===== config.mk =====
export PLATFORM = sky130hd
export DESIGN_NAME = mtx_monitor_tx
export DESIGN_NICKNAME = d
export VERILOG_FILES = /design/src/rtl/mtx_pkg.sv /design/src/rtl/mtx_mr_track.sv /design/src/rtl/mtx_idle_cmp.sv /design/src/rtl/mtx_tx_fsm.sv /design/src/rtl/mtx_monitor_tx.sv
export SDC_FILE = /design/constraint.sdc
export NUM_CORES = 1
export LEC_CHECK = 0
export BUFFER_PORTS_ARGS = -buffer_cell sky130_fd_sc_hd__buf_2
export CAP_MARGIN = 25
export CORE_MARGIN = 5
export CORE_UTILIZATION = 27
export CTS_BUF_LIST = sky130_fd_sc_hd__clkbuf_4 sky130_fd_sc_hd__clkbuf_8
export CTS_CLUSTER_DIAMETER = 120
export DETAILED_ROUTE_END_ITERATION = 16
export GPL_TIMING_DRIVEN = 0
export PLACE_DENSITY_LB_ADDON = 0.05
export SLEW_MARGIN = 10
export SYNTH_ARGS = -nofsm -noshare
export SYNTH_HDL_FRONTEND = slang
export SYNTH_SLANG_ARGS = --single-unit

===== constraint.sdc =====
create_clock -name clk -period 2.2 [get_ports clk]
set_input_delay 0.22 -clock clk [delete_from_list [all_inputs] [get_ports clk]]
set_output_delay 0.22 -clock clk [all_outputs]
set_load 0.02 [all_outputs]

===== src/rtl/mtx_pkg.sv =====
package mtx_pkg;
  typedef enum logic [2:0] {
    ST_IDLE = 3'd0,
    ST_LEAD = 3'd1,
    ST_SEND = 3'd2,
    ST_GAP  = 3'd3,
    ST_END  = 3'd4
  } mtx_state_e;
endpackage


===== src/rtl/mtx_mr_track.sv =====
module mtx_mr_track #(
  parameter int QUIET_FRAMES   = 2,
  parameter int MR_LOSS_FRAMES = 2
) (
  input  logic clk,
  input  logic rst_n,
  input  logic tick,
  input  logic mr_n,
  input  logic in_idle,
  input  logic in_send,
  output logic ack,
  output logic host_lost,
  output logic quiet_ok
);
  localparam int QW = $clog2(QUIET_FRAMES + 1);
  localparam int LW = $clog2(MR_LOSS_FRAMES + 1);
  localparam logic [QW-1:0] QMAX  = QW'(QUIET_FRAMES);
  localparam logic [LW-1:0] LLAST = LW'(MR_LOSS_FRAMES - 1);
  localparam logic [LW-1:0] LMAX  = LW'(MR_LOSS_FRAMES);

  logic          mr_prev;
  logic [QW-1:0] quiet_cnt;
  logic [LW-1:0] loss_cnt;

  // previous strobe sample of MR
  always_ff @(posedge clk or negedge rst_n) begin
    if (!rst_n)    mr_prev <= 1'b1;
    else if (tick) mr_prev <= mr_n;
  end

  // quiet-channel counter, only while idle
  always_ff @(posedge clk or negedge rst_n) begin
    if (!rst_n) quiet_cnt <= '0;
    else if (tick) begin
      if (in_idle && mr_n) quiet_cnt <= (quiet_cnt == QMAX) ? quiet_cnt : quiet_cnt + 1'b1;
      else                 quiet_cnt <= '0;
    end
  end

  // run of inactive MR samples while MX is active
  always_ff @(posedge clk or negedge rst_n) begin
    if (!rst_n) loss_cnt <= '0;
    else if (tick) begin
      if (in_send && mr_n) loss_cnt <= (loss_cnt == LMAX) ? loss_cnt : loss_cnt + 1'b1;
      else                 loss_cnt <= '0;
    end
  end

  assign ack       = tick & in_send & mr_prev & ~mr_n;
  assign host_lost = tick & in_send & mr_n & (loss_cnt == LLAST);
  assign quiet_ok  = (quiet_cnt == QMAX);
endmodule


===== src/rtl/mtx_idle_cmp.sv =====
module mtx_idle_cmp #(
  parameter int DATA_W = 8
) (
  input  logic              tick,
  input  logic              armed,
  input  logic [DATA_W-1:0] mon_dn,
  output logic              hit
);
  localparam logic [DATA_W-1:0] IDLE_BYTE = {DATA_W{1'b1}};
  assign hit = tick & armed & (mon_dn != IDLE_BYTE);
endmodule


===== src/rtl/mtx_tx_fsm.sv =====
module mtx_tx_fsm
  import mtx_pkg::*;
#(
  parameter int DATA_W = 8
) (
  input  logic              clk,
  input  logic              rst_n,
  input  logic              tick,
  input  logic              src_valid,
  input  logic [DATA_W-1:0] src_data,
  input  logic              ack,
  input  logic              host_lost,
  input  logic              collide,
  input  logic              quiet_ok,
  output logic              src_ready,
  output logic              mx_n,
  output logic [DATA_W-1:0] mon_up,
  output logic              armed,
  output logic              in_idle,
  output logic              in_send,
  output logic              coll_pulse,
  output logic              host_pulse,
  output logic              done_pulse
);
  localparam logic [DATA_W-1:0] IDLE_BYTE = {DATA_W{1'b1}};

  mtx_state_e state;
  logic       more;

  assign in_idle   = (state == ST_IDLE);
  assign in_send   = (state == ST_SEND);
  assign src_ready = (tick & in_idle & quiet_ok) | (ack & ~collide);

  always_ff @(posedge clk or negedge rst_n) begin
    if (!rst_n) begin
      state      <= ST_IDLE;
      more       <= 1'b0;
      mx_n       <= 1'b1;
      mon_up     <= IDLE_BYTE;
      armed      <= 1'b0;
      coll_pulse <= 1'b0;
      host_pulse <= 1'b0;
      done_pulse <= 1'b0;
    end else begin
      coll_pulse <= 1'b0;
      host_pulse <= 1'b0;
      done_pulse <= 1'b0;
      if (tick) begin
        if (collide) begin
          state      <= ST_IDLE;
          more       <= 1'b0;
          mx_n       <= 1'b1;
          mon_up     <= IDLE_BYTE;
          armed      <= 1'b0;
          coll_pulse <= 1'b1;
        end else begin
          unique case (state)
            ST_IDLE: if (quiet_ok && src_valid) begin
              state  <= ST_LEAD;
              mon_up <= src_data;
              armed  <= 1'b1;
            end
            ST_LEAD: begin
              state <= ST_SEND;
              mx_n  <= 1'b0;
            end
            ST_SEND: begin
              if (host_lost) begin
                state      <= ST_IDLE;
                mx_n       <= 1'b1;
                mon_up     <= IDLE_BYTE;
                armed      <= 1'b0;
                host_pulse <= 1'b1;
              end else if (ack) begin
                state <= ST_GAP;
                mx_n  <= 1'b1;
                if (src_valid) begin
                  mon_up <= src_data;
                  more   <= 1'b1;
                  armed  <= 1'b1;
                end else begin
                  mon_up <= IDLE_BYTE;
                  more   <= 1'b0;
                  armed  <= 1'b0;
                end
              end
            end
            ST_GAP: begin
              if (more) begin
                state <= ST_SEND;
                mx_n  <= 1'b0;
              end else begin
                state <= ST_END;
              end
            end
            ST_END: begin
              state      <= ST_IDLE;
              done_pulse <= 1'b1;
            end
            default: state <= ST_IDLE;
          endcase
        end
      end
    end
  end
endmodule


===== src/rtl/mtx_monitor_tx.sv =====
module mtx_monitor_tx #(
  parameter int DATA_W         = 8,
  parameter int QUIET_FRAMES   = 2,
  parameter int MR_LOSS_FRAMES = 2
) (
  input  logic              clk,
  input  logic              rst_n,
  input  logic              frame_tick,
  input  logic              src_valid,
  input  logic [DATA_W-1:0] src_data,
  output logic              src_ready,
  input  logic              mr_dn_n,
  input  logic [DATA_W-1:0] mon_dn,
  output logic              mx_up_n,
  output logic [DATA_W-1:0] mon_up,
  output logic              abort_collision,
  output logic              abort_host,
  output logic              msg_done
);
  logic ack, host_lost, quiet_ok, collide, armed, in_idle, in_send;

  mtx_mr_track #(
    .QUIET_FRAMES  (QUIET_FRAMES),
    .MR_LOSS_FRAMES(MR_LOSS_FRAMES)
  ) u_track (
    .clk      (clk),
    .rst_n    (rst_n),
    .tick     (frame_tick),
    .mr_n     (mr_dn_n),
    .in_idle  (in_idle),
    .in_send  (in_send),
    .ack      (ack),
    .host_lost(host_lost),
    .quiet_ok (quiet_ok)
  );

  mtx_idle_cmp #(.DATA_W(DATA_W)) u_cmp (
    .tick  (frame_tick),
    .armed (armed),
    .mon_dn(mon_dn),
    .hit   (collide)
  );

  mtx_tx_fsm #(.DATA_W(DATA_W)) u_fsm (
    .clk       (clk),
    .rst_n     (rst_n),
    .tick      (frame_tick),
    .src_valid (src_valid),
    .src_data  (src_data),
    .ack       (ack),
    .host_lost (host_lost),
    .collide   (collide),
    .quiet_ok  (quiet_ok),
    .src_ready (src_ready),
    .mx_n      (mx_up_n),
    .mon_up    (mon_up),
    .armed     (armed),
    .in_idle   (in_idle),
    .in_send   (in_send),
    .coll_pulse(abort_collision),
    .host_pulse(abort_host),
    .done_pulse(msg_done)
  );
endmodule


==> flow_summary.json <==
{
  "syn_nets": 126,
  "synth_top_area_share_pct": 26.9,
  "power.share.clock_pct": 22.2,
  "hp-class": "in -> reg",
  "grt_max_degree": 23,
  "p_per_area_nw_per_um2": 1210,
  "via_per_inst": 4.96,
  "yosysTopAreaCell": "dfrtp_1",
  "hold_violations": 0,
  "synth-edff-count": 0,
  "wl_per_cell_um": 14.2,
  "drc": 0,
  "min_period_over_period_pct": 91.5,
  "portBuffers": 31,
  "path_common_cell": "buf_2",
  "syn_inst": 102,
  "slowest_stage": "dfrtp_1",
  "cts_num_sinks": 22,
  "clockBufferDepth": 2,
  "hold_ws_ns": 0.182,
  "clock-root-buffer": "clkbuf_8",
  "ys_top_cells_by_area": "dfrtp_1 27%, dfstp_2 24%, o22a_1 6.3%, ha_1 3.4%, nand2_1 3.0%",
  "syn_area_um2": 1110,
  "worstPathCellList": "buf_2, nor2_1, nand3_1, o31ai_1, buf_2",
  "p_seq_share_pct": 38.2,
  "num-fill-cells": 382,
  "finalMaxSlewViolations": 0,
  "hpwlAfterDp_um": 2050,
  "vias": 932,
  "die_w_um": 74.3,
  "antenna_left": 0,
  "required_ns": 1.98,
  "dp_cells": 183,
  "relSlewSlack_pct": 66.3,
  "fin_setup_tns_ns": 0,
  "numCtsBuffers": 3,
  "postLayoutCellArea_um2": 1410,
  "firstDrtPassIters": 4,
  "crit_path_max_incr_delay_ns": 0.36,
  "worstPathMaxFanout": 9,
  "place_congestion": 0.845,
  "clkTransAtPathRegs_ns": 0.08,
  "die_area_um2": 5510,
  "fin_cells": 188,
  "track_usage_pct": 10.8,
  "synth_ff_type": "dfrtp_1",
  "pin_count": 34,
  "die_h_um": 74.3,
  "syn_avg_cell_area_um2": 10.9,
  "ys_seq_area_share_pct": 50.5,
  "cts_htree_levels": 1,
  "swShare_pct": 36.7,
  "critical_path_class": "reg -> out",
  "seq_area_um2": 563,
  "grt_pass1_wl_um": 4460,
  "postSynth.asyncResetShare_pct": 100,
  "clk_latency_ns": 0.27,
  "grt_antenna_before_repair": 0,
  "drt-initial-drc-count": 32,
  "yosysUniqueCellTypes": 38,
  "multi_input_area_um2": 500,
  "skew_ns": 0.00561,
  "p_switching_mw": 0.628,
  "worst_slew_pin_slew_ns": 0.491,
  "start_kind": "flip-flop",
  "p_int_mw": 1.08,
  "combPwrFrac_pct": 39.6,
  "ys_ff_latch": 22,
  "syn2layout_area_growth_pct": 26.8,
  "vdd_drop_max_uv": 277,
  "fin_crit_ns": 2.01,
  "rows": 23,
  "cts_resized": 0,
  "setup_viol": 0,
  "rsz0062_at_grt": "false",
  "placed_area_um2": 1330,
  "worstSetupEndpointType": "output pin",
  "fmax_mhz": 497,
  "cts_tree": "built",
  "core_um2": 4000,
  "leakagePower_nw": 0.617,
  "nNetsFinal": 163,
  "start_util_pct": 27.9,
  "ys_warn_count": 0,
  "arrival_ns": 1.79,
  "crit_family": "simple AND/OR/NAND/NOR gates",
  "drive_gt1_share_pct": 39.9,
  "post_cts_buffers": 0,
  "mostFrequentLayoutCell": "buf_2",
  "worst-path-buf-inv": 2,
  "antenna_cells": 0,
  "max_cap_violations": 0,
  "routed_wl_um": 2670,
  "status": "completed",
  "grt_overflow": 0,
  "grt_pass1_vias": 952,
  "mostFrequentLayoutCells": "33 x buf_2, 12 x dfrtp_1, 10 x dfstp_2, 9 x nand2_1, 8 x o22a_1"
}
## cells in the mapped netlist, drive strengths merged (2+ instances only)
library cell / number
a211oi: 2
o21ai: 10
dfstp: 10
nand2b: 3
dfrtp: 12
nor2: 2
nor3b: 3
o31ai: 2
a41o: 2
a21oi: 3
or4: 2
ha: 3
inv: 8
nand4: 3
buf: 3
o211ai: 2
o22a: 8
nand2: 10
## state kept, by name (all words and copies together) (netlist names)
signal / count
u_fsm.host_pulse: 1
u_fsm.state: 3
u_fsm.done_pulse: 1
u_track.mr_prev: 1
u_track.loss_cnt: 2
u_fsm.mx_n: 1
u_fsm.more: 1
u_fsm.mon_up: 8
u_track.quiet_cnt: 2
u_fsm.coll_pulse: 1
u_fsm.armed: 1
## worst register-to-register path: cells and delay by family, from the launching register on
| kind | cells | cell delay, ns |
|---|---|---|
| flip-flops | 1 | 0.36 |
| buffers and inverters | 1 | 0.17 |
| AND/OR/NAND/NOR | 1 | 0.40 |
| AO/OA/AOI/OAI | 3 | 0.76 |
## per-layer routing
metal  up-vias  part of all wire [%]  track usage, %
met5         -                     0               0
li1        451                     -               -
met4         0                   1.8            4.74
met2        28                    46            16.5
met3         5                   5.8            2.30
met1       448                    47            14.8
## logic make-up after synthesis
family	share of synthesized area (%)
fa+ha+maj	3.37
buf+inv	4.60
compound gates	24.0
flops	50.5
mux	1.91
simple gates	15.6
## final cells by class
type | count | area share [%]
Tap cell | 50 | 4.42
Buffer | 4 | 1.50
Clock inverter | 1 | 2.12
Clock buffer | 3 | 2.92
Timing Repair Buffer | 32 | 11.7
Sequential cell | 22 | 39.8
Multi-Input combinational cell | 68 | 35.4
Inverter | 8 | 2.12
## path summary, 6_finish.rpt
path	startpoint	cells after the start	to	slack (ns)
max	u_fsm.state[0]	5	src_ready	0.19
min	src_data[1]	2	u_fsm.mon_up[1]	0.18
max reg2reg	u_fsm.state[0]	5	u_fsm.mon_up[2]	0.45
min reg2reg	u_track.quiet_cnt[0]	1	u_track.quiet_cnt[0]	0.48
max in group asynchronous	rst_n	2	u_track.mr_prev	1.38
min in group asynchronous	rst_n	2	u_fsm.state[0]	0.46
## timing repair
action,CTS,global route
setup endpoints to repair,0,0
hold buffers,1,0
hold endpoints to repair,12,0
## power by group through the flow
stage / Sequential [mW] / Combinational (mW) / Clock (mW)
final: 0.654 / 0.677 / 0.380
after global routing: 0.673 / 0.746 / 0.414
after CTS: 0.656 / 0.684 / 0.390
after detailed placement: 0.662 / 0.683 / 0
after global placement: 0.659 / 0.675 / 0
after floorplan: 0.753 / 0.394 / 0
## through the flow
stage	setup WS (ns)	power [mW]	util, %
3_5_place_dp	0.451	1.34	33.3
4_1_cts	0.190	1.73	35.3
5_1_grt	0.0709	1.83	35.3
3_3_place_gp	0.467	1.33	33.3
6_report	0.186	1.71	35.3
2_1_floorplan	0.494	1.15	-
(Power assumes the default switching activity.)
